[src/rtl/tg_pkg.sv]
package tg_pkg;
  typedef enum logic [1:0] {
    SEG_SYNC  = 2'd0,
    SEG_BACK  = 2'd1,
    SEG_ACT   = 2'd2,
    SEG_FRONT = 2'd3
  } seg_e;
endpackage

[src/rtl/tg_clkdiv.sv]
module tg_clkdiv #(
  parameter int DIV_W   = 10,
  parameter int MAX_DIV = 256
) (
  input  logic             clk,
  input  logic             rst,
  input  logic             run,
  input  logic [DIV_W-1:0] div_m1,
  output logic             tick,
  output logic             lvl
);
  localparam int CW = $clog2(MAX_DIV);

  logic [CW-1:0] dv;
  logic [CW-1:0] cnt;
  logic [CW:0]   half;

  // clamp oversize divisor settings to the largest divisor
  always_comb begin
    if (div_m1 > DIV_W'(MAX_DIV - 1)) dv = CW'(MAX_DIV - 1);
    else                              dv = div_m1[CW-1:0];
  end

  assign half = ({1'b0, dv} + (CW+1)'(1)) >> 1;
  assign tick = run && (cnt >= dv);
  assign lvl  = run && ({1'b0, cnt} >= half);

  always_ff @(posedge clk) begin
    if (rst || !run)  cnt <= '0;
    else if (tick)    cnt <= '0;
    else              cnt <= cnt + CW'(1);
  end
endmodule

[src/rtl/tg_axis.sv]
module tg_axis
  import tg_pkg::*;
#(
  parameter int W = 11
) (
  input  logic         clk,
  input  logic         rst,
  input  logic         run,
  input  logic         step,
  input  logic [W-1:0] len_sync,
  input  logic [W-1:0] len_back,
  input  logic [W-1:0] len_act,
  input  logic [W-1:0] len_front,
  output seg_e         seg,
  output logic [W-1:0] cnt,
  output logic         wrap,
  output logic         into_front
);
  logic [W-1:0] cur_len;
  logic         seg_end;

  always_comb begin
    case (seg)
      SEG_SYNC: cur_len = len_sync;
      SEG_BACK: cur_len = len_back;
      SEG_ACT:  cur_len = len_act;
      default:  cur_len = len_front;
    endcase
  end

  // >= keeps a shortened segment from running away after reprogramming
  assign seg_end    = step && (cnt >= cur_len);
  assign wrap       = seg_end && (seg == SEG_FRONT);
  assign into_front = seg_end && (seg == SEG_ACT);

  always_ff @(posedge clk) begin
    if (rst || !run) begin
      seg <= SEG_SYNC;
      cnt <= '0;
    end else if (seg_end) begin
      seg <= seg_e'(seg + 2'd1);
      cnt <= '0;
    end else if (step) begin
      cnt <= cnt + W'(1);
    end
  end
endmodule

[src/rtl/disp_timing_gen.sv]
module disp_timing_gen
  import tg_pkg::*;
#(
  parameter int HW      = 11,
  parameter int VW      = 11,
  parameter int DIV_W   = 10,
  parameter int MAX_DIV = 256
) (
  input  logic             clk,
  input  logic             rst,
  input  logic             vid_en,
  input  logic             vid_en_defer,
  input  logic [DIV_W-1:0] clk_div_m1,
  input  logic [HW-1:0]    h_sync_m1,
  input  logic [HW-1:0]    h_back_m1,
  input  logic [HW-1:0]    h_act_m1,
  input  logic [HW-1:0]    h_front_m1,
  input  logic [VW-1:0]    v_sync_m1,
  input  logic [VW-1:0]    v_back_m1,
  input  logic [VW-1:0]    v_act_m1,
  input  logic [VW-1:0]    v_front_m1,
  input  logic             inv_hsync,
  input  logic             inv_vsync,
  input  logic             inv_de,
  input  logic             inv_pclk,
  input  logic             irq_at_front,
  output logic             hsync,
  output logic             vsync,
  output logic             de,
  output logic             pclk,
  output logic             pclk_en,
  output logic [HW-1:0]    pix_x,
  output logic [VW-1:0]    pix_y,
  output logic             frame_irq
);
  logic          run_q;
  logic          tick, lvl;
  seg_e          h_seg, v_seg;
  logic [HW-1:0] h_cnt;
  logic [VW-1:0] v_cnt;
  logic          h_wrap, h_into_front;
  logic          v_wrap, v_into_front;
  logic          irq_ev, irq_st;

  // active-high output registers; polarity applied after them
  logic          hs_act, vs_act, de_act, pclk_act, pen_q, irq_q;
  logic [HW-1:0] px_q;
  logic [VW-1:0] py_q;

  always_ff @(posedge clk) begin
    if (rst) run_q <= 1'b0;
    else     run_q <= vid_en && vid_en_defer;
  end

  tg_clkdiv #(.DIV_W(DIV_W), .MAX_DIV(MAX_DIV)) u_div (
    .clk(clk), .rst(rst), .run(run_q), .div_m1(clk_div_m1),
    .tick(tick), .lvl(lvl)
  );

  tg_axis #(.W(HW)) u_h (
    .clk(clk), .rst(rst), .run(run_q), .step(tick),
    .len_sync(h_sync_m1), .len_back(h_back_m1),
    .len_act(h_act_m1), .len_front(h_front_m1),
    .seg(h_seg), .cnt(h_cnt), .wrap(h_wrap), .into_front(h_into_front)
  );

  tg_axis #(.W(VW)) u_v (
    .clk(clk), .rst(rst), .run(run_q), .step(h_wrap),
    .len_sync(v_sync_m1), .len_back(v_back_m1),
    .len_act(v_act_m1), .len_front(v_front_m1),
    .seg(v_seg), .cnt(v_cnt), .wrap(v_wrap), .into_front(v_into_front)
  );

  assign irq_ev = irq_at_front ? v_into_front : v_wrap;

  always_ff @(posedge clk) begin
    if (rst) begin
      irq_st   <= 1'b0;
      hs_act   <= 1'b0;
      vs_act   <= 1'b0;
      de_act   <= 1'b0;
      pclk_act <= 1'b0;
      pen_q    <= 1'b0;
      irq_q    <= 1'b0;
      px_q     <= '0;
      py_q     <= '0;
    end else begin
      irq_st   <= run_q && irq_ev;
      hs_act   <= run_q && (h_seg == SEG_SYNC);
      vs_act   <= run_q && (v_seg == SEG_SYNC);
      de_act   <= run_q && (h_seg == SEG_ACT) && (v_seg == SEG_ACT);
      pclk_act <= lvl;
      pen_q    <= tick;
      irq_q    <= run_q && irq_st;
      px_q     <= (run_q && h_seg == SEG_ACT) ? h_cnt : '0;
      py_q     <= (run_q && v_seg == SEG_ACT) ? v_cnt : '0;
    end
  end

  assign hsync     = hs_act ^ inv_hsync;
  assign vsync     = vs_act ^ inv_vsync;
  assign de        = de_act ^ inv_de;
  assign pclk      = pclk_act ^ inv_pclk;
  assign pclk_en   = pen_q;
  assign pix_x     = px_q;
  assign pix_y     = py_q;
  assign frame_irq = irq_q;
endmodule

[config.mk]
export PLATFORM = sky130hd
export DESIGN_NAME = disp_timing_gen
export DESIGN_NICKNAME = d
export VERILOG_FILES = /design/src/rtl/tg_pkg.sv /design/src/rtl/tg_clkdiv.sv /design/src/rtl/tg_axis.sv /design/src/rtl/disp_timing_gen.sv
export SDC_FILE = /design/constraint.sdc
export NUM_CORES = 1
export LEC_CHECK = 0
export ABC_AREA = 1
export ABC_CLOCK_PERIOD_IN_PS = 8200
export BUFFER_PORTS_ARGS = -buffer_cell sky130_fd_sc_hd__buf_2
export CORE_ASPECT_RATIO = 0.9
export CORE_MARGIN = 2
export CORE_UTILIZATION = 30
export CTS_CLUSTER_SIZE = 20
export DETAILED_ROUTE_END_ITERATION = 10
export PLACE_DENSITY = 0.61
export SYNTH_ARGS = -nofsm -noshare
export SYNTH_HDL_FRONTEND = slang
export SYNTH_HIERARCHICAL = 1
export SYNTH_SLANG_ARGS = --single-unit
export TNS_END_PERCENT = 5
[constraint.sdc]
create_clock -name clk -period 8.2 [get_ports clk]
set_input_delay 1.23 -clock clk [delete_from_list [all_inputs] [get_ports clk]]
set_output_delay 1.23 -clock clk [all_outputs]
set_load 0.01 [all_outputs]
### Yosys cells after proc, flatten, opt, wreduce, memory -nomap -nowiden

Index checks and enable logic that the tools add are counted.

| word-level totals | value |
|---|---|
| input bits | 107 |
| word-level logic and storage cells | 66 |
| register bits | 64 |

| operators by class | value |
|---|---|
| multiplexer cells | 4 |
| bitwise logic cells | 6 |
| $add $sub $neg | 6 |
| equality and inequality tests | 6 |
| $lt $le $gt $ge | 5 |
| reduce and logical (&&, ||, !) cells | 24 |

Operators with widths:

| cell | count |
|---|---|
| one-hot mux 11 bit (3 select lines) | 2 |
| adder 11 x 1 -> 11 bit, second input constant | 2 |
| >= comparator 11 bit | 2 |
| >= comparator 8 bit | 2 |
| logical AND 1 bit | 15 |
| greater-than comparator 10 x 8 -> 1 bit, second input constant | 1 |
| OR reduction 2 bit | 5 |
| adder 8 x 1 -> 9 bit, second input constant | 1 |
| adder 8 x 1 -> 8 bit, second input constant | 1 |
| == test 2 bit, second input constant | 4 |
| two-way mux 8 bit | 1 |
| adder 2 x 1 -> 2 bit, second input constant | 2 |
| == test 2 x 1 -> 1 bit, second input constant | 2 |
| zero test 2 bit | 2 |
| XOR 1 bit | 4 |
| inverter 1 bit | 2 |
| zero test 1 bit | 1 |
| logical OR 1 bit | 1 |
| two-way mux 1 bit | 1 |

### Logic depth before layout (Yosys ltp)

| depth | value |
|---|---|
| depth in word-level cells | 10 |
| depth in mapped cells | 22 |
| depth with buffers taken out | 20 |

### Hierarchy

The synthesis kept the hierarchy.

Modules (own cells, without submodules):

| module | sequential area each (um2) | area an instance (um2) | cells an instance | times used |
|---|---|---|---|---|
| tg_axis | 260.2 | 1301.2 | 189 | 2 |
| tg_clkdiv | 160.2 | 992.2 | 141 | 1 |
| disp_timing_gen | 600.6 | 973.4 | 108 | 1 |

### Worst setup path after synthesis

Ideal clock, no wire load.

| timing path | value |
|---|---|
| kind | in2reg |
| from | in clk_div_m1[8] |
| to | reg u_v.cnt[8] |
| path slack | 4.778 ns |
| arrival | 3.302 ns |
| path buffers | 2 |
| setup time | 0.120 ns |
| cell stages on the path | 17 |
| data required time | 8.080 ns |
| path through | inv_2 -> nand2_8 -> or2_4 -> inv_1 -> ha_1 -> nand2_1 -> o21a_1 -> a21oi_1 -> buf_6 -> nand2_2 -> nor2_1 -> buf_6 -> nand2_1 -> nor2_1 -> nand2_1 -> xor2_1 -> nor2_4 |

| on the way | value |
|---|---|
| cells in the longest elaborated chain, start to end | 8 |

Ends and longest elaborated chain:

| element | RTL line | RTL |
|---|---|---|
| start: declaration | disp_timing_gen.sv:13 | `input logic [DIV_W-1:0] clk_div_m1,` |
| greater-than comparator 10 x 8 -> 1 bit * | tg_clkdiv.sv:20 | `if (div_m1 > DIV_W'(MAX_DIV - 1)) dv = CW'(MAX_DIV - 1);` |
| two-way mux 8 bit * | tg_clkdiv.sv:20 |  |
| >= comparator 8 bit * | tg_clkdiv.sv:25 | `assign tick = run && (cnt >= dv);` |
| logical AND 1 bit * | tg_clkdiv.sv:25 |  |
| via tick | disp_timing_gen.sv:37 | `logic tick, lvl;` |
| logical AND 1 bit * | tg_axis.sv:32 | `assign seg_end = step && (cnt >= cur_len);` |
| logical AND 1 bit * | tg_axis.sv:33 | `assign wrap = seg_end && (seg == SEG_FRONT);` |
| via h_wrap | disp_timing_gen.sv:41 | `logic h_wrap, h_into_front;` |
| logical AND 1 bit | tg_axis.sv:32 |  |
| OR reduction 2 bit (no line) | n/a |  |
| end signal: assignment | tg_axis.sv:44 | `cnt <= cnt + W'(1);` |
| end: declaration | tg_axis.sv:15 | `output logic [W-1:0] cnt,` |

The timed path passes the listed nets; every way through them passes the cells marked *.
A chain may end at the register's enable or synchronous reset.

### Worst setup path in the final report

| timing path | value |
|---|---|
| from | in clk_div_m1[8] |
| to | reg u_v.cnt[10] |

Same word-level chain as after synthesis.

==> summary.md <==
| Metric | Value |
|---|---|
| IR drop worst, VDD | `92.4 uV` |
| PD cells | `146 nW/um2` |
| IO Count | `135` |
| # setup viols final | `0` |
| Critical-path top delay cell | `a21oi_1` |
| Fin Setup TNS | `0 ps` |
| Clk_lat worst skew | `320 ps` |
| Post-synthesis average cell area | `7.30 um2` |
| Hold_buf cts | `0` |
| Post-synthesis instance area | `4560 um2` |
| Worst hold path type | `register to register` |
| Commonest non-fill, non-tap cells in the layout | `nand2_1, buf_2, inv_1` |
| Clock skew | `9.13 ps` |
| Hold Path Depth | `2` |
| Die width | `134 um` |
| Hpwl dp | `8.01 mm` |
| Htree depth | `3` |
| Cell repeated most along the worst path | `nand2_1` |
| CP Max Fanout | `8` |
| Synth Net Count | `784` |
| Fin area | `5730 um2` |
| Period utilisation layout | `0.498` |
| Crit-path cells | `buf_2 -> inv_2 -> nand2_8 -> nor2_1 -> inv_1 -> ha_1 -> nand2_1 -> nand3_1 -> nand2_1 -> nand2_1 -> nand2_1 -> a21oi_1 -> nand2_2 -> nor2_1 -> nand2_1 -> nor2_1 -> nand4_1 -> xnor2_1 -> inv_1 -> nor2_2` |
| TritonRoute pass-1 iters | `4` |
| Reg-to-reg endpoint | `u_v/cnt[10]` |
| CTS root buffer | `clkbuf_16` |
| Share of post-route cells with drive strength above 1 | `0.285` |
| DRC | `0` |
| Slew Limit Headroom | `0.516` |
| Starting Density | `0.309` |
| Outcome | `completed` |
| Port-buffer cells | `134` |
| Total GRT Usage | `0.126` |
| Gate count after technology mapping | `625` |
| Post-cts resize count | `0` |
| Reg2reg setup slack | `4610 ps` |
| Pleak | `2.74 nW` |
| DR iter-0 viols | `174` |
| Pin count of the biggest net entering global routing | `22` |
| Vias in the first global route | `3755` |
| Crit path kind | `input pin to register` |
| CTS Buf Count | `9` |
| Hold path start | `irq_st` |
| Worst setup EP type | `register` |
| Fin util | `0.388` |
| CTS tree | `yes` |
| Initial antenna violation count | `0` |
| N_diodes | `0` |
| Leading cell type in the layout, fill and taps excluded | `nand2_1` |
| Placed cell count | `941` |
| Remaining antenna violation count | `0` |
| Crit path arrival time | `4340 ps` |
| Final hold vios | `0` |
| Fin crit period | `4090 ps` |
| DP Area | `5370 um2` |
| YS warnings | `6` |
| Die area | `16200 um2` |
| Setup Buffers After CTS | `0` |
| WL/cell | `10.4 um` |
| CTS max path bufs | `2` |
| Clk slew on worst S/H paths | `60 ps` |
| Vias per cell | `4.23` |
| Area grow syn2layout | `25.6%` |
| Cell Rows | `42` |
| FF-to-FF path depth | `18` |
| CP max stage delay | `580 ps` |
| Nets | `913` |
| Fin cells | `957` |
| Final Max Slew Viols | `0` |
| Die Height | `121 um` |
| WHS Endpoint | `frame_irq` |
| Fmax | `245 MHz` |
| Total chip power | `0.000835 W` |
| Start of the worst register-to-register path | `u_h/seg[0]` |
| Measured slew at the worst slew-check pin | `726 ps` |
| Routability cong. | `0.800` |
| CTS sink cnt | `64` |
| Residual overflow from global routing | `0` |
| Total routed wirelength | `9.93 mm` |
| Setup repair after global routing missed its margin | `false` |
| DR vias | `4044` |
| Core Region | `14800 um2` |
| First-pass GRT wire length | `16.7 mm` |
| CP Launch Type | `input pin` |
| Critical Path RT | `8450 ps` |
| # Max-Cap Violations | `0` |
## where the power goes
part | leakage [nW] | switching [W] | internal, W | total (W)
logic | 2.06 | 0.0000385 | 0.0000371 | 0.0000756
clock network | 0.169 | 0.000140 | 0.000307 | 0.000447
registers | 0.516 | 0.000000957 | 0.000312 | 0.000313
total | 2.74 | 0.000179 | 0.000655 | 0.000835
## area by class of cell
class	count	area (um2)
Fill cell	1553	9040
Multi-Input combinational cell	451	2820
Sequential cell	64	1280
Timing Repair Buffer	134	671
Inverter	94	353
Tap cell	198	248
Clock buffer	10	239
Clock inverter	6	115
## worst max-delay path by stage
stage | start | to | slack, ps | depth (start not counted)
after floorplan | clk_div_m1[8] | u_v/cnt[8] | 4790 | 17
after global placement | clk_div_m1[8] | u_v/cnt[10] | 3840 | 20
after detailed placement | clk_div_m1[8] | u_v/cnt[10] | 3790 | 17
after CTS | clk_div_m1[8] | u_v/cnt[10] | 4120 | 20
after global routing | clk_div_m1[9] | u_v/cnt[9] | 3760 | 20
final | clk_div_m1[8] | u_v/cnt[10] | 4110 | 20
## layer usage
layer | vias to the layer above | part of all wire | global-route usage
met5 | - | 0 | 0
met4 | 0 | 0.0044 | 0.0279
met3 | 4 | 0.043 | 0.0297
met2 | 81 | 0.44 | 0.212
met1 | 1723 | 0.51 | 0.163
li1 | 2236 | - | -
## metrics by stage
| stage | worst slack [ps] | hold slack (ps) |
|---|---|---|
| 4_1_cts | 4120 | 419 |
| 3_5_place_dp | 3790 | 405 |
| 6_report | 4110 | 415 |
| 2_1_floorplan | 4790 | 395 |
| 3_3_place_gp | 3840 | 413 |
| 5_1_grt | 3760 | 449 |
## critical path: cells and delay by family
kind,cells,cell delay [ps]
adders and majority gates,1,260
xor gates and xnor gates,1,150
and+or+nand+nor,13,1780
buffers and inverters,4,310
AOI/OAI and AO/OA,1,580
## registers in the layout, indices dropped and copies added (netlist names)
signal	cells
u_v/cnt	11
pix_y	11
run_q	1
vs_act	1
u_v/seg	2
pix_x	11
hs_act	1
de_act	1
irq_st	1
u_h/seg	2
pclk_act	1
pclk_en	1
u_h/cnt	11
frame_irq	1
u_div/cnt	8
Note: power is estimated with default switching activity, not from simulation.
